[config.mk]
export PLATFORM = sky130hd
export DESIGN_NAME = lvt_timer_top
export DESIGN_NICKNAME = d
export VERILOG_FILES = /design/src/rtl/lvt_timer_pkg.sv /design/src/rtl/lvt_timer_prescaler.sv /design/src/rtl/lvt_timer_downcount.sv /design/src/rtl/lvt_timer_top.sv
export SDC_FILE = /design/constraint.sdc
export NUM_CORES = 1
export LEC_CHECK = 0
export BUFFER_PORTS_ARGS = -buffer_cell sky130_fd_sc_hd__buf_2
export CAP_MARGIN = 20
export CORE_MARGIN = 4
export CORE_UTILIZATION = 51
export DETAILED_ROUTE_END_ITERATION = 8
export GPL_ROUTABILITY_DRIVEN = 0
export MAX_ROUTING_LAYER = met4
export PLACE_DENSITY = 0.82
export SLEW_MARGIN = 0
export SYNTH_ARGS = -nofsm -noshare
export SYNTH_HDL_FRONTEND = slang
export SYNTH_SLANG_ARGS = --single-unit
[constraint.sdc]
create_clock -name clk -period 5.3 [get_ports clk]
set_input_delay 1.59 -clock clk [delete_from_list [all_inputs] [get_ports clk]]
set_output_delay 1.59 -clock clk [all_outputs]
set_load 0.02 [all_outputs]
[src/rtl/lvt_timer_pkg.sv]
package lvt_timer_pkg;
  typedef enum logic [1:0] {
    SEL_ENTRY = 2'd0,
    SEL_START = 2'd1,
    SEL_COUNT = 2'd2,
    SEL_PRESC = 2'd3
  } reg_sel_e;

  localparam int REPEAT_BIT = 17;
  localparam int MASK_BIT   = 16;
  localparam logic [3:0] PRESC_KEEP = 4'b1011;

  function automatic logic [2:0] presc_shift(input logic [3:0] cfg);
    logic [2:0] code;
    code = {cfg[3], cfg[1:0]};
    return code + 3'd1;
  endfunction
endpackage

[src/rtl/lvt_timer_prescaler.sv]
module lvt_timer_prescaler #(
  parameter int SHIFT_W = 3
) (
  input  logic               clk,
  input  logic               rst_n,
  input  logic               restart,
  input  logic [SHIFT_W-1:0] shift,
  output logic               tick
);
  localparam int PW = (1 << SHIFT_W) - 1;

  logic [PW-1:0] cnt_q, cnt_d, limit;
  logic [PW:0]   span;

  always_comb begin
    span  = (PW+1)'(1) << shift;
    limit = PW'(span - (PW+1)'(1));
    tick  = !restart && (cnt_q == limit);
    if (restart || tick) cnt_d = '0;
    else                 cnt_d = cnt_q + PW'(1);
  end

  always_ff @(posedge clk or negedge rst_n) begin
    if (!rst_n) cnt_q <= '0;
    else        cnt_q <= cnt_d;
  end
endmodule

[src/rtl/lvt_timer_downcount.sv]
module lvt_timer_downcount #(
  parameter int CNT_W = 32
) (
  input  logic             clk,
  input  logic             rst_n,
  input  logic             load,
  input  logic [CNT_W-1:0] load_val,
  input  logic [CNT_W-1:0] start_val,
  input  logic             tick,
  input  logic             repeat_mode,
  output logic             expire,
  output logic [CNT_W-1:0] count
);
  logic [CNT_W-1:0] cnt_q, cnt_d;
  logic             armed_q, armed_d;

  always_comb begin
    cnt_d   = cnt_q;
    armed_d = armed_q;
    expire  = 1'b0;
    if (load) begin
      cnt_d   = load_val;
      armed_d = (load_val != '0);
    end else if (tick) begin
      if (cnt_q != '0) begin
        cnt_d = cnt_q - CNT_W'(1);
      end else if (repeat_mode) begin
        if (start_val != '0) begin
          cnt_d  = start_val;
          expire = 1'b1;
        end
      end else if (armed_q) begin
        expire  = 1'b1;
        armed_d = 1'b0;
      end
    end
  end

  always_ff @(posedge clk or negedge rst_n) begin
    if (!rst_n) begin
      cnt_q   <= '0;
      armed_q <= 1'b0;
    end else begin
      cnt_q   <= cnt_d;
      armed_q <= armed_d;
    end
  end

  assign count = cnt_q;
endmodule

[src/rtl/lvt_timer_top.sv]
module lvt_timer_top #(
  parameter int CNT_W  = 32,
  parameter int VEC_W  = 8,
  parameter int DATA_W = 32
) (
  input  logic              clk,
  input  logic              rst_n,
  input  logic              reg_we,
  input  logic [1:0]        reg_sel,
  input  logic [DATA_W-1:0] reg_wdata,
  output logic [DATA_W-1:0] reg_rdata,
  output logic              irq_valid,
  output logic [VEC_W-1:0]  irq_vector
);
  import lvt_timer_pkg::*;

  localparam int SHIFT_W = 3;

  logic             repeat_q, mask_q, repeat_d, mask_d;
  logic [VEC_W-1:0] vec_q, vec_d, irqv_q, irqv_d;
  logic [CNT_W-1:0] start_q, start_d, count;
  logic [3:0]       presc_q, presc_d;
  logic             irq_q, irq_d;
  logic             wr_entry, wr_start, wr_presc, tick, expire;
  logic [SHIFT_W-1:0] shift;

  assign wr_entry = reg_we && (reg_sel == SEL_ENTRY);
  assign wr_start = reg_we && (reg_sel == SEL_START);
  assign wr_presc = reg_we && (reg_sel == SEL_PRESC);
  assign shift    = presc_shift(presc_q);

  lvt_timer_prescaler #(.SHIFT_W(SHIFT_W)) u_presc (
    .clk(clk), .rst_n(rst_n), .restart(wr_start), .shift(shift), .tick(tick)
  );

  lvt_timer_downcount #(.CNT_W(CNT_W)) u_count (
    .clk(clk), .rst_n(rst_n), .load(wr_start), .load_val(reg_wdata[CNT_W-1:0]),
    .start_val(start_q), .tick(tick), .repeat_mode(repeat_q),
    .expire(expire), .count(count)
  );

  always_comb begin
    repeat_d = repeat_q;
    mask_d   = mask_q;
    vec_d    = vec_q;
    start_d  = start_q;
    presc_d  = presc_q;
    if (wr_entry) begin
      repeat_d = reg_wdata[REPEAT_BIT];
      mask_d   = reg_wdata[MASK_BIT];
      vec_d    = reg_wdata[VEC_W-1:0];
    end
    if (wr_start) start_d = reg_wdata[CNT_W-1:0];
    if (wr_presc) presc_d = reg_wdata[3:0] & PRESC_KEEP;
    irq_d  = expire && !mask_q;
    irqv_d = expire ? vec_q : irqv_q;
  end

  always_ff @(posedge clk or negedge rst_n) begin
    if (!rst_n) begin
      repeat_q <= 1'b0;
      mask_q   <= 1'b1;
      vec_q    <= '0;
      start_q  <= '0;
      presc_q  <= '0;
      irq_q    <= 1'b0;
      irqv_q   <= '0;
    end else begin
      repeat_q <= repeat_d;
      mask_q   <= mask_d;
      vec_q    <= vec_d;
      start_q  <= start_d;
      presc_q  <= presc_d;
      irq_q    <= irq_d;
      irqv_q   <= irqv_d;
    end
  end

  always_comb begin
    reg_rdata = '0;
    case (reg_sel)
      SEL_ENTRY: begin
        reg_rdata[REPEAT_BIT] = repeat_q;
        reg_rdata[MASK_BIT]   = mask_q;
        reg_rdata[VEC_W-1:0]  = vec_q;
      end
      SEL_START: reg_rdata[CNT_W-1:0] = start_q;
      SEL_COUNT: reg_rdata[CNT_W-1:0] = count;
      default:   reg_rdata[3:0] = presc_q;
    endcase
  end

  assign irq_valid  = irq_q;
  assign irq_vector = irqv_q;
endmodule

# Yosys cells after proc, flatten, opt, wreduce, memory -nomap -nowiden
# Index checks and enable logic that the tools add are counted.
# Widths: inputs -> output; s select.
totals:
  register_bits: 94
  input_bits: 37
  output_inout_bits: 41
  wordCells: 59
op_classes:
  add_sub_neg: 4
  n_eq_ne: 6
  n_shift: 1
  n_mux: 21
  reduce_logical: 17
ops:
  columns: ["cell", "n"]
  rows:
  - ["$mux 32", 5]
  - ["$reduce_bool 32->1", 3]
  - ["$sub 32x1->32 const B", 1]
  - ["$pmux 14 s2", 1]
  - ["$pmux 4 s3", 2]
  - ["$pmux 8 s2", 1]
  - ["$mux 1", 10]
  - ["$add 7x1->7 const B", 1]
  - ["$eq 7x7->1", 1]
  - ["$mux 7", 1]
  - ["$shl 1x3->7 const A", 1]
  - ["$sub 7x1->7 const B", 1]
  - ["$pmux 2 s3", 1]
  - ["$reduce_and 3->1", 2]
  - ["$reduce_bool 3->1", 2]
  - ["$logic_and 1x1->1", 5]
  - ["$eq 2x2->1 const B", 2]
  - ["$add 3x1->3 const B", 1]
  - ["$eq 2x1->1 const B", 1]
  - ["$logic_not 1->1", 2]
  - ["$logic_not 2->1", 1]
  - ["$ne 2x1->1 const B", 1]
  - ["$ne 2x2->1 const B", 1]
  - ["$reduce_bool 2->1", 1]
  - ["$logic_or 1x1->1", 1]

# Depth between registers and ports, before layout
# Gate-level depths: netlist (run 1).
logic_depth:
  word_depth: 8
  ltp_mapped: 17
  depth_no_buf: 12

# Cells and area by module
# From an unflattened synthesis (run 1), not the netlist that was laid out.
hier_totals:
  hier_cells: 611
  area_unflattened_um2: 6000.8
by_module_without_submodules:
  columns: ["mod", "instances", "cells_per_inst", "area_each_um2", "seq_area_each_um2"]
  rows:
  - ["lvt_timer_downcount", 1, 354, 2768.9, 825.8]
  - ["lvt_timer_top", 1, 203, 2748.9, 1352.5]
  - ["lvt_timer_prescaler", 1, 54, 483.0, 175.2]

# Worst setup path after synthesis (run 1)
# Ideal clock, no wire load.
synth_path:
  path_type: "input to output"
  from: "input reg_sel[1]"
  to: "output reg_rdata[0]"
  arrival_ps: 2742
  t_required_ps: 3710
  path_slack_ps: 968
  path_stages: 6
  path_buffers: 2
  cell_sequence: "inv_1 ha_1 clkbuf_1 clkbuf_1 a222oi_1 mux2i_1"
synth_between:
  elab_chain_len: 2
  word_cells_on_any_way: 4
  cone_classes: "2 x eq/ne; 1 x mux; 1 x reduce/logical"
synth_rtl:
  columns: ["item", "line", "text"]
  rows:
  - ["start, declared", "lvt_timer_top.sv:9", "input logic [1:0] reg_sel,"]
  - ["$eq 2x2->1, or another cell as far along", "lvt_timer_top.sv:81", "case (reg_sel)"]
  - ["$pmux 4 s3 *", "lvt_timer_top.sv:81", null]
  - ["end, declared", "lvt_timer_top.sv:11", "output logic [DATA_W-1:0] reg_rdata,"]
# Every way passes the cells marked *; elsewhere a longest branch is shown, timed or not.

# Worst setup path after layout (run 1)
layout_path:
  from: "input reg_sel[0]"
  to: "output reg_rdata[17]"
layout_between:
  elab_chain_len: 2
  word_cells_on_any_way: 4
  cone_classes: "2 x eq/ne; 1 x mux; 1 x reduce/logical"
layout_rtl:
  columns: ["item", "line"]
  rows:
  - ["$eq 2x2->1, or another cell as far along", "lvt_timer_top.sv:81"]
  - ["$pmux 2 s3 *", "lvt_timer_top.sv:81"]
# Marks and branches as above.

==> qor.yml, run 1 <==
final_layout:
  drive_above_1_share_pct: 18.6
  final_cell_mix: "118 x sky130_fd_sc_hd__nand2_1, 93 x sky130_fd_sc_hd__dfrtp_1, 76 x sky130_fd_sc_hd__buf_2, 56 x sky130_fd_sc_hd__nor2_1, 26 x sky130_fd_sc_hd__o21ai_0"
  stdcell_area_um2: 6630
  layout_commonest_cell: "sky130_fd_sc_hd__nand2_1"
  antenna_cells: 0
  layout_overhead_on_the_synthesized_area_pct: 11.8
  finalCoreUtilization_pct: 58.1
  finalNonFillerCells: 873
  final_net_count: 774
  filler_cell_count: 1008
floorplan:
  initial_utilization_pct: 52.0
  die_width_um: 116
  chipHeight_um: 116
  fp.dieArea_um2: 13400
  pin_count: 78
  placeableCoreArea_um2: 11400
  rows: 39
global_routing:
  grt.overflow.total: 0
  vias_in_the_first_global_route: 5618
  antenna_violations_before_repair: 0
  maximum_number_of_pins_on_one_net_before_global_route_repair: 64
  groute.usage.overall_pct: 28.6
  wire_length_of_the_first_global_routing_pass_um: 29400
logic_synthesis:
  synth_compound_area_share_pct: 19.4
  synth_top_family_by_area: "simple AND/OR/NAND/NOR gates"
  syn-cell-area_um2: 5930
  synth_ff_type: "sky130_fd_sc_hd__dfrtp_1"
  synth_largest_type_area_fraction_pct: 39.2
  average_cell_area_after_synthesis_um2: 8.67
  synth-edff-count: 0
  post_synth_xor_area_fraction_pct: 2.21
  synth_warnings: 0
  synthAdderAreaFrac_pct: 2.49
  synth.area.mux_share_pct: 5.34
  synthDominantAreaCellType: "sky130_fd_sc_hd__dfrtp_1"
  yosys.area_share.simple_pct: 25.5
  synthCells: 684
  flip_flop_and_latch_count_after_synthesis: 94
  synth.yosys.seq_area_share_pct: 39.7
  synth_cell_type_count: 67
  syn_nets: 732
  synth_area_leaders: "sky130_fd_sc_hd__dfrtp_1 39%, sky130_fd_sc_hd__nand2_1 7.5%, sky130_fd_sc_hd__mux2_2 4.0%"
  asyncSetResetFlopFracSynth_pct: 100
cts:
  tritoncts_num_sinks: 94
  clkSlewWorstSetupHoldPaths_ps: 70
  cts_setup_buffers: 0
  clockRootBuffer: "sky130_fd_sc_hd__clkbuf_16"
  clk_path_buf_depth: 2
  worstSkewPairLatency_ps: 350
  htree_num_levels: 3
  cts_repair_resize_count: 0
  postCtsHoldBufs: 0
  cts_inserted_buffers: 9
  cts_tree: "built"
placed_design:
  detailedPlace.worstSlack_ps: 734
  dpl_cell_area_um2: 6310
  buffer_ports.inserted: 77
  place.detailed.hpwl_um: 12500
  dpl.cell_count: 858
critical_path:
  crit_path_max_fanout: 32
  critPathLaunchType: "input port"
  worstSetupStartpoint: "reg_sel[0]"
  timing.critical_path.to_type: "primary output"
  timing.rr.start: "presc_q[0]$_DFFE_PN0P_"
  crit_path_category: "input port to primary output"
  crit_required_ps: 3710
  r2r_slack_ps: 1100
  cp_data_arrival_time_ps: 3020
run:
  max-cap-violations: 0
detailed_routing:
  detailedRoute.firstIterationViolations: 820
  detail_route.wirelength_um: 18200
  route.detailed.drc: 0
  dr.pass1.iters: 6
  via_count: 5892
  route.detailed.vias_per_inst: 6.75
  routed_wire_length_per_instance_um: 20.8
  ant_nets: 0
sta:
  timing.clock.skew_ps: 6.56
  rsz0062_at_grt: "no"
  hold_viol_final: 0
  final.min_clock_period_ps: 4610
  hold-worst-slack_ps: 503
  achievable-frequency_mhz: 217
  worst_slew_slack_as_a_fraction_of_its_limit_pct: 42.9
  tns_ps: 0
  setup_ws_ps: 687
  tightest_slew_ps: 854
  timing.final.crit_share_pct: 87.0
  final_max_slew_viol_count: 0
  setup_viol_count_final: 0
pwr:
  power.total_mw: 2.37
  power_frac_clock_pct: 29.9
  power.sequential.fraction_pct: 44.3
  power.density_nw_per_um2: 357
  p_int_mw: 1.53
  worst_ir_drop_vdd_mv: 0.168
  combPwrFrac_pct: 25.8
  switchingPower_mw: 0.838
  power.share.switching_pct: 35.4
  leakage_nw: 2.91
hold_path:
  hp-start: "irq_vector[0]$_DFFE_PN0P_"
  hold_path_class: "flip-flop to flip-flop"
status:
  outcome: "finished clean"
-- synthesized netlist by cell type (all sizes together), types with 4 or more instances --
| cell type | n |
|---|---|
| a32oi | 4 |
| or3 | 13 |
| a21oi | 18 |
| o221ai | 4 |
| nand3 | 8 |
| o31ai | 12 |
| nor3b | 4 |
| and3 | 6 |
| nor4 | 27 |
| nand2 | 119 |
| o211ai | 10 |
| nor2 | 57 |
| or4 | 6 |
| nand2b | 4 |
| buf | 18 |
| inv | 16 |
| dfrtp | 93 |
| a222oi | 10 |
| xor2 | 4 |
| nor2b | 25 |
| o21ai | 31 |
| a211oi | 10 |
| nand4 | 11 |
| xnor2 | 11 |
| mux2 | 21 |
| ha | 11 |
| nor3 | 16 |
| clkbuf | 37 |
| a31oi | 8 |
| a22oi | 22 |
| mux2i | 8 |
-- flip-flops by register name (all words and copies together), names as in the netlist --
| signal | flops |
|---|---|
| irq_vector | 8 |
| u_presc.cnt_q | 7 |
| start_q | 32 |
| u_count.armed_q | 1 |
| u_count.count | 32 |
| irq_valid | 1 |
| presc_q | 3 |
| vec_q | 8 |
| mask_q | 1 |
| repeat_q | 1 |
-- routing by layer --
| layer | global-route usage (%) | wire (µm) |
|---|---|---|
| met5 | - | 0 |
| met4 | 15.4 | 923 |
| met3 | 3.92 | 1840 |
| met2 | 42.4 | 8250 |
| met1 | 37.9 | 7190 |
-- kinds of logic (layout without fill, tap and decap cells) --
group / Yosys count / after routing
compound gates: 160 / 160
xor+xnor: 15 / 15
fa+ha+maj: 12 / 12
buf+inv: 71 / 117
flops: 94 / 94
mux: 29 / 29
simple gates: 303 / 303
-- layout make-up --
| cell class | instances | area [µm²] | share of cell area [%] |
|---|---|---|---|
| Clock buffer | 10 | 239 | 3.60 |
| Inverter | 16 | 60.1 | 0.905 |
| Sequential cell | 94 | 2350 | 35.5 |
| Clock inverter | 5 | 83.8 | 1.26 |
| Multi-Input combinational cell | 519 | 3260 | 49.2 |
| Tap cell | 143 | 179 | 2.70 |
| Timing Repair Buffer | 86 | 455 | 6.87 |
-- power groups by stage --
stage	Sequential, mW	Clock, mW	Combinational (mW)
2_1_floorplan	0.968	0	0.478
3_3_place_gp	1.04	0	0.574
3_5_place_dp	1.05	0	0.598
4_1_cts	1.04	0.712	0.605
5_1_grt	1.07	0.747	0.674
6_report	1.05	0.708	0.611
-- worst max-delay path, cell delays in order --
cell                       delay (ps)
sky130_fd_sc_hd__buf_2            120
sky130_fd_sc_hd__inv_1             70
sky130_fd_sc_hd__ha_1             190
sky130_fd_sc_hd__buf_4            260
sky130_fd_sc_hd__a222oi_1         540
sky130_fd_sc_hd__nor2_1            70
sky130_fd_sc_hd__buf_2            170
-- worst paths after layout --
path	to	cells past startpoint
worst max-delay path	reg_rdata[17]	7
min in group asynchronous	start_q[22]$_DFFE_PN0P_	1
worst min-delay path	irq_vector[0]$_DFFE_PN0P_	1
max in group asynchronous	mask_q$_DFFE_PN1P_	2
worst min register to register	irq_vector[0]$_DFFE_PN0P_	1
worst max register to register	u_count.count[31]$_DFFE_PN0P_	12
No activity file was read; power rests on OpenSTA's default activity.
==> run 2: changes to the inputs <==
CORE_ASPECT_RATIO = 1.4   (was not set)
==> qor.yml, run 2 (synthesized netlist as in run 1, its figures left out) <==
sta:
  timing.clock.skew_ps: 7.33  # was 6.56 ps
  rsz0062_at_grt: "no"  # unchanged
  worst_slew_slack_as_a_fraction_of_its_limit_pct: 33.9  # was 42.9%
  final.min_clock_period_ps: 4540  # was 4610 ps
  tightest_slew_ps: 988  # was 854 ps
  achievable-frequency_mhz: 220  # was 217 MHz
  hold_viol_final: 0  # unchanged
  tns_ps: 0  # unchanged
  final_max_slew_viol_count: 0  # unchanged
  setup_viol_count_final: 0  # unchanged
  timing.final.crit_share_pct: 85.7  # was 87.0%
global_routing:
  groute.usage.overall_pct: 28.6  # about the same
  grt.overflow.total: 0  # unchanged
  wire_length_of_the_first_global_routing_pass_um: 29600  # was 29,400 µm
  antenna_violations_before_repair: 0  # unchanged
  vias_in_the_first_global_route: 5857  # was 5,618
  maximum_number_of_pins_on_one_net_before_global_route_repair: 64  # unchanged
detailed_routing:
  routed_wire_length_per_instance_um: 21.0  # was 20.8 µm
  route.detailed.drc: 0  # unchanged
  ant_nets: 0  # unchanged
  detail_route.wirelength_um: 18400  # was 18,200 µm
  via_count: 5868  # was 5,892
  route.detailed.vias_per_inst: 6.71  # was 6.75
  dr.pass1.iters: 7  # was 6
  detailedRoute.firstIterationViolations: 745  # was 820
critical_path:
  critical_path.most_common_cell: "sky130_fd_sc_hd__buf_2"  # unchanged
  r2r_slack_ps: 1180  # was 1100 ps
  timing.critical_path.to_type: "primary output"  # unchanged
  path_cells: "buf_2, inv_1, ha_1, buf_4, a222oi_1, mux2i_1, buf_2"  # was buf_2, inv_1, ha_1, buf_4, a222oi_1, nor2_1, buf_2
  cp_data_arrival_time_ps: 2950  # was 3020 ps
  slowest_stage: "sky130_fd_sc_hd__a222oi_1"  # unchanged
  critPathLaunchType: "input port"  # unchanged
  crit_path_category: "input port to primary output"  # unchanged
  critical-path-top-delay-family: "buffers and inverters"  # unchanged
  delay_contributed_by_the_slowest_stage_of_the_critical_path_ps: 390  # was 540 ps
  critical_path_buf_inv_count: 4  # unchanged
  crit_path_max_fanout: 32  # unchanged
  crit_required_ps: 3710  # about the same
floorplan:
  placeableCoreArea_um2: 11300  # was 11,400 µm²
  initial_utilization_pct: 52.3  # was 52.0%
  fp.dieArea_um2: 13400  # about the same
  die_width_um: 99.2  # was 116 µm
  chipHeight_um: 136  # was 116 µm
  rows: 46  # was 39
  pin_count: 78  # unchanged
pwr:
  power_frac_clock_pct: 28.8  # was 29.9%
  leakage_nw: 2.91  # about the same
  switchingPower_mw: 0.860  # was 0.838 mW
  power.density_nw_per_um2: 353  # was 357 nW/µm²
  power.share.switching_pct: 36.8  # was 35.4%
  worst_ir_drop_vdd_mv: 0.218  # was 0.168 mV
  p_int_mw: 1.48  # was 1.53 mW
  combPwrFrac_pct: 26.2  # was 25.8%
  power.sequential.fraction_pct: 45.0  # was 44.3%
final_layout:
  drive_above_1_share_pct: 18.7  # was 18.6%
  filler_cell_count: 955  # was 1,008
  finalCoreUtilization_pct: 58.4  # was 58.1%
  final_net_count: 774  # unchanged
  layout_commonest_cell: "sky130_fd_sc_hd__nand2_1"  # unchanged
  antenna_cells: 0  # unchanged
  layout_overhead_on_the_synthesized_area_pct: 11.5  # was 11.8%
  final_cell_mix: "118 x sky130_fd_sc_hd__nand2_1, 93 x sky130_fd_sc_hd__dfrtp_1, 76 x sky130_fd_sc_hd__buf_2, 56 x sky130_fd_sc_hd__nor2_1, 26 x sky130_fd_sc_hd__o21ai_0"  # unchanged
cts:
  worstSkewPairLatency_ps: 350  # about the same
  cts_repair_resize_count: 0  # unchanged
  cts_inserted_buffers: 9  # unchanged
  cts_setup_buffers: 0  # unchanged
  clk_path_buf_depth: 2  # unchanged
  tritoncts_num_sinks: 94  # unchanged
  htree_num_levels: 3  # unchanged
  cts_tree: "built"  # unchanged
  clkSlewWorstSetupHoldPaths_ps: 70  # about the same
  clockRootBuffer: "sky130_fd_sc_hd__clkbuf_16"  # unchanged
  postCtsHoldBufs: 0  # unchanged
run:
  max-cap-violations: 0  # unchanged
placed_design:
  place.detailed.hpwl_um: 12800  # was 12,500 µm
  buffer_ports.inserted: 77  # unchanged
status:
  outcome: "finished clean"  # unchanged
hold_path:
  hold_path_class: "flip-flop to flip-flop"  # unchanged
## run 2: cell types whose count changed in the layout (fill, tap and decap cells not counted)
cell,delta
sky130_fd_sc_hd__clkinvlp_4,-1
sky130_fd_sc_hd__inv_6,+2
sky130_fd_sc_hd__clkinv_2,+1
sky130_fd_sc_hd__inv_8,+1
sky130_fd_sc_hd__bufinv_16,-1
sky130_fd_sc_hd__clkbuf_8,-1
## run 2: metrics by stage
stage | power (mW) | hold slack (ps) | std cells | instance area, µm² | worst slack [ps]
after floorplan | 1.45 | 467 | 684 | 5930 | 968
after global placement | 1.61 | 485 | 859 | 6310 | 869
after detailed placement | 1.65 | 488 | 859 | 6310 | 767
after CTS | 2.32 | 506 | 875 | 6620 | 762
after global routing | 2.45 | 518 | 875 | 6620 | 647
final | 2.34 | 504 | 875 | 6620 | 760
## run 2: layout make-up
| class | instances | area (µm²) | area share [%] |
|---|---|---|---|
| Multi-Input combinational cell | 519 | 3260 | 49.3 |
| Tap cell | 144 | 180 | 2.72 |
| Timing Repair Buffer | 86 | 455 | 6.88 |
| Sequential cell | 94 | 2350 | 35.6 |
| Clock buffer | 9 | 225 | 3.40 |
| Inverter | 16 | 60.1 | 0.908 |
| Clock inverter | 7 | 80.1 | 1.21 |
## run 2: final timing paths
kind	start	end	cells past startpoint
worst max-delay path	reg_sel[0]	reg_rdata[1]	7
worst min-delay path	irq_vector[5]$_DFFE_PN0P_	irq_vector[5]$_DFFE_PN0P_	1
worst max register to register	presc_q[1]$_DFFE_PN0P_	u_count.count[31]$_DFFE_PN0P_	12
worst min register to register	irq_vector[5]$_DFFE_PN0P_	irq_vector[5]$_DFFE_PN0P_	1
max in group asynchronous	rst_n	start_q[9]$_DFFE_PN0P_	2
min in group asynchronous	rst_n	u_count.count[30]$_DFFE_PN0P_	1
## run 2: layer usage
metal	part of all wire (%)	vias to the layer above	track usage, %
met3	8.6	107	5.46
met2	48	388	44.3
li1	-	2587	-
met4	6.0	0	20.3
met1	37	2786	33.0
met5	0	-	-
## run 2: worst reg2reg max path, stage by stage, from the launching register on
cell and delay [ps]:
sky130_fd_sc_hd__dfrtp_1 540, sky130_fd_sc_hd__inv_1 160, sky130_fd_sc_hd__nor2_1 190, sky130_fd_sc_hd__ha_1 350, sky130_fd_sc_hd__nand3_1 130, sky130_fd_sc_hd__ha_1 380
sky130_fd_sc_hd__nand2b_1 100, sky130_fd_sc_hd__a311oi_1 280, sky130_fd_sc_hd__o211ai_1 170, sky130_fd_sc_hd__a2111oi_4 400, sky130_fd_sc_hd__nand3_1 610, sky130_fd_sc_hd__o41ai_1 570
sky130_fd_sc_hd__a21oi_1 110
## run 2: power by group through the flow
stage                     Clock, mW  Sequential (mW)  Combinational, mW
after floorplan                   0            0.968              0.478
after global placement            0             1.04              0.570
after detailed placement          0             1.05              0.602
after CTS                     0.676             1.04              0.609
after global routing          0.711             1.07              0.675
final                         0.673             1.05              0.613
==> run 3: changes to the inputs <==
ABC_AREA = 1   (was not set)
PLACE_DENSITY = 0.81   (was 0.82)
==> qor.yml, run 3 <==
status:
  outcome: "finished clean"  # unchanged
final_layout:
  filler_cell_count: 1161  # was 955
  layout_commonest_cell: "sky130_fd_sc_hd__nand2_1"  # unchanged
  final_net_count: 1081  # was 774
  final_cell_mix: "410 x sky130_fd_sc_hd__nand2_1, 93 x sky130_fd_sc_hd__dfrtp_1, 92 x sky130_fd_sc_hd__inv_1, 84 x sky130_fd_sc_hd__nor2_1, 76 x sky130_fd_sc_hd__buf_2"  # was 118 x sky130_fd_sc_hd__nand2_1, 93 x sky130_fd_sc_hd__dfrtp_1, 76 x sky130_fd_sc_hd__buf_2, 56 x sky130_fd_sc_hd__nor2_1, 26 x sky130_fd_sc_hd__o21ai_0
  sequential_cell_area_um2: 2350  # unchanged
  antenna_cells: 0  # unchanged
  multi_input_comb_area_um2: 3400  # was 3260 µm²
  drive_above_1_share_pct: 12.1  # was 18.7%
  layout_overhead_on_the_synthesized_area_pct: 12.0  # was 11.5%
cts:
  cts_setup_buffers: 0  # unchanged
  worstSkewPairLatency_ps: 360  # was 350 ps
  clockRootBuffer: "sky130_fd_sc_hd__clkbuf_16"  # unchanged
  cts_tree: "built"  # unchanged
  cts_inserted_buffers: 9  # unchanged
  clk_path_buf_depth: 2  # unchanged
  postCtsHoldBufs: 0  # unchanged
  tritoncts_num_sinks: 94  # unchanged
  clkSlewWorstSetupHoldPaths_ps: 70  # about the same
  htree_num_levels: 3  # unchanged
  cts_repair_resize_count: 0  # unchanged
hold_path:
  hold_path_end: "irq_vector[0]$_DFFE_PN0P_"  # was irq_vector[5]$_DFFE_PN0P_
  hp-start: "irq_vector[0]$_DFFE_PN0P_"  # was irq_vector[5]$_DFFE_PN0P_
  hold_path_class: "flip-flop to flip-flop"  # unchanged
  hold-path-cell-count: 2  # was 1
placed_design:
  buffer_ports.inserted: 77  # unchanged
  place.detailed.hpwl_um: 14700  # was 12,800 µm
logic_synthesis:
  synth-edff-count: 0  # unchanged
  synth_ff_type: "sky130_fd_sc_hd__dfrtp_1"  # unchanged
  synthCells: 971  # was 684
  syn-cell-area_um2: 6300  # was 5930 µm²
  yosys.cell_count.top_type: "sky130_fd_sc_hd__nand2_1"  # unchanged
  flip_flop_and_latch_count_after_synthesis: 94  # unchanged
  synth_cell_type_count: 34  # was 67
  average_cell_area_after_synthesis_um2: 6.49  # was 8.67 µm²
  synthDominantAreaCellType: "sky130_fd_sc_hd__dfrtp_1"  # unchanged
  syn_nets: 1019  # was 732
  netlist_top_cells_count: "410 x sky130_fd_sc_hd__nand2_1, 93 x sky130_fd_sc_hd__dfrtp_1, 92 x sky130_fd_sc_hd__inv_1"  # was 118 x sky130_fd_sc_hd__nand2_1, 93 x sky130_fd_sc_hd__dfrtp_1, 56 x sky130_fd_sc_hd__nor2_1
  synth_warnings: 0  # unchanged
  asyncSetResetFlopFracSynth_pct: 100  # unchanged
  synth_area_leaders: "sky130_fd_sc_hd__dfrtp_1 37%, sky130_fd_sc_hd__nand2_1 24%, sky130_fd_sc_hd__nand3_1 5.8%"  # was sky130_fd_sc_hd__dfrtp_1 39%, sky130_fd_sc_hd__nand2_1 7.5%, sky130_fd_sc_hd__mux2_2 4.0%
  synth.yosys.seq_area_share_pct: 37.3  # was 39.7%
  synth_largest_type_area_fraction_pct: 36.9  # was 39.2%
floorplan:
  initial_utilization_pct: 52.8  # was 52.3%
  placeableCoreArea_um2: 11900  # was 11,300 µm²
  chipHeight_um: 140  # was 136 µm
  fp.dieArea_um2: 14200  # was 13,400 µm²
  die_width_um: 102  # was 99.2 µm
  rows: 47  # was 46
  pin_count: 78  # unchanged
pwr:
  worst_ir_drop_vdd_mv: 0.216  # was 0.218 mV
  power.total_mw: 3.27  # was 2.34 mW
  power.density_nw_per_um2: 463  # was 353 nW/µm²
  leakage_nw: 3.95  # was 2.91 nW
critical_path:
  r2r-end: "u_count.count[3]$_DFFE_PN0P_"  # was u_count.count[31]$_DFFE_PN0P_
  worst_r2r_path_depth: 16  # was 12
  timing.critical_path.to_type: "primary output"  # unchanged
  crit_required_ps: 3710  # about the same
  critPathLaunchType: "input port"  # unchanged
  r2r_slack_ps: 2250  # was 1180 ps
  cp_data_arrival_time_ps: 2890  # was 2950 ps
  crit_path_category: "input port to primary output"  # unchanged
  timing.rr.start: "presc_q[1]$_DFFE_PN0P_"  # unchanged
  crit_path_max_fanout: 10  # was 32
detailed_routing:
  route.detailed.vias_per_inst: 5.54  # was 6.71
  ant_nets: 0  # unchanged
  route.detailed.drc: 0  # unchanged
  routed_wire_length_per_instance_um: 16.3  # was 21.0 µm
  detailedRoute.firstIterationViolations: 446  # was 745
  via_count: 6570  # was 5,868
  dr.pass1.iters: 5  # was 7
  detail_route.wirelength_um: 19300  # was 18,400 µm
global_routing:
  wire_length_of_the_first_global_routing_pass_um: 31100  # was 29,600 µm
  antenna_violations_before_repair: 0  # unchanged
  groute.usage.overall_pct: 28.9  # was 28.6%
  vias_in_the_first_global_route: 6175  # was 5,857
  maximum_number_of_pins_on_one_net_before_global_route_repair: 76  # was 64
  grt.overflow.total: 0  # unchanged
sta:
  tns_ps: 0  # unchanged
  rsz0062_at_grt: "no"  # unchanged
  setup_viol_count_final: 0  # unchanged
  worst_slew_slack_as_a_fraction_of_its_limit_pct: 34.9  # was 33.9%
  timing.final.crit_share_pct: 84.6  # was 85.7%
  timing.clock.skew_ps: 10.3  # was 7.33 ps
  final_max_slew_viol_count: 0  # unchanged
  hold-worst-slack_ps: 465  # was 504 ps
  hold_viol_final: 0  # unchanged
  final.min_clock_period_ps: 4480  # was 4540 ps
  tightest_slew_ps: 976  # was 988 ps
  achievable-frequency_mhz: 223  # was 220 MHz
run:
  max-cap-violations: 0  # unchanged
==> run 3: changes by cell type after synthesis, sizes merged, moves of 22 or more <==
| cell | change |
|---|---|
| nand2 | +296 |
| inv | +80 |
| nand3 | +65 |
| nor2 | +35 |
| nor2b | -25 |
| clkbuf | -24 |
| o21ai | +23 |
| a22oi | -22 |
==> run 3: critical path, cell delays in order <==
cell and delay (ps):
sky130_fd_sc_hd__buf_2 130, sky130_fd_sc_hd__inv_1 80, sky130_fd_sc_hd__ha_1 170, sky130_fd_sc_hd__clkinv_1 250, sky130_fd_sc_hd__o21ai_0 270, sky130_fd_sc_hd__a221oi_1 90
sky130_fd_sc_hd__a21oi_1 140, sky130_fd_sc_hd__buf_2 170
==> run 3: area by class of cell <==
cell class                      instances  share of cell area [%]
Multi-Input combinational cell        744                    48.2
Inverter                              100                    5.32
Sequential cell                        94                    33.3
Timing Repair Buffer                   84                    6.24
Clock buffer                            9                    3.19
Tap cell                              147                    2.61
Clock inverter                          7                    1.10
==> run 3: worst max-delay path by stage <==
stage / start / end / slack, ps
CTS: reg_sel[0] / reg_rdata[0] / 810
global route: reg_sel[0] / reg_rdata[0] / 620
floorplan: reg_sel[0] / reg_rdata[0] / 1050
finish: reg_sel[0] / reg_rdata[0] / 820
global placement: reg_sel[0] / reg_rdata[3] / 910
detailed placement: reg_sel[0] / reg_rdata[0] / 830
==> run 3: through the flow <==
step                util [%]  cell area (µm²)  cells  setup WS (ps)
finish                  59.1             7060   1185            818
global route            59.1             7060   1185            616
CTS                     59.1             7060   1185            806
detailed placement      56.6             6760   1169            826
global placement        56.6             6760   1169            913
floorplan                  -             6300    971           1050
==> run 3: per-layer routing <==
| metal | track usage (%) | vias up | part of all wire (%) | wire, µm |
|---|---|---|---|---|
| li1 | - | 3194 | - | - |
| met1 | 34.0 | 2985 | 39 | 7460 |
| met2 | 44.5 | 307 | 46 | 8950 |
| met3 | 4.86 | 84 | 7.0 | 1350 |
| met4 | 19.9 | 0 | 7.8 | 1500 |
| met5 | - | - | 0 | 0 |
==> run 3: kinds of logic after synthesis <==
family,count (synthesis),share of synthesized area (%)
AND/OR/NAND/NOR,620,40.7
buffers and inverters,133,8.70
flip-flops,94,37.3
AO/OA/AOI/OAI,90,7.64
XOR/XNOR,18,2.50
adder cells (fa/ha/maj),11,2.18
multiplexers,5,0.893
==> run 3: power breakdown <==
part | total, mW | leakage (nW) | switching [mW] | internal [mW]
Combinational | 1.46 | 2.61 | 0.970 | 0.492
Sequential | 1.15 | 1.20 | 0.250 | 0.900
Clock | 0.658 | 0.144 | 0.324 | 0.334
Total | 3.27 | 3.95 | 1.54 | 1.73
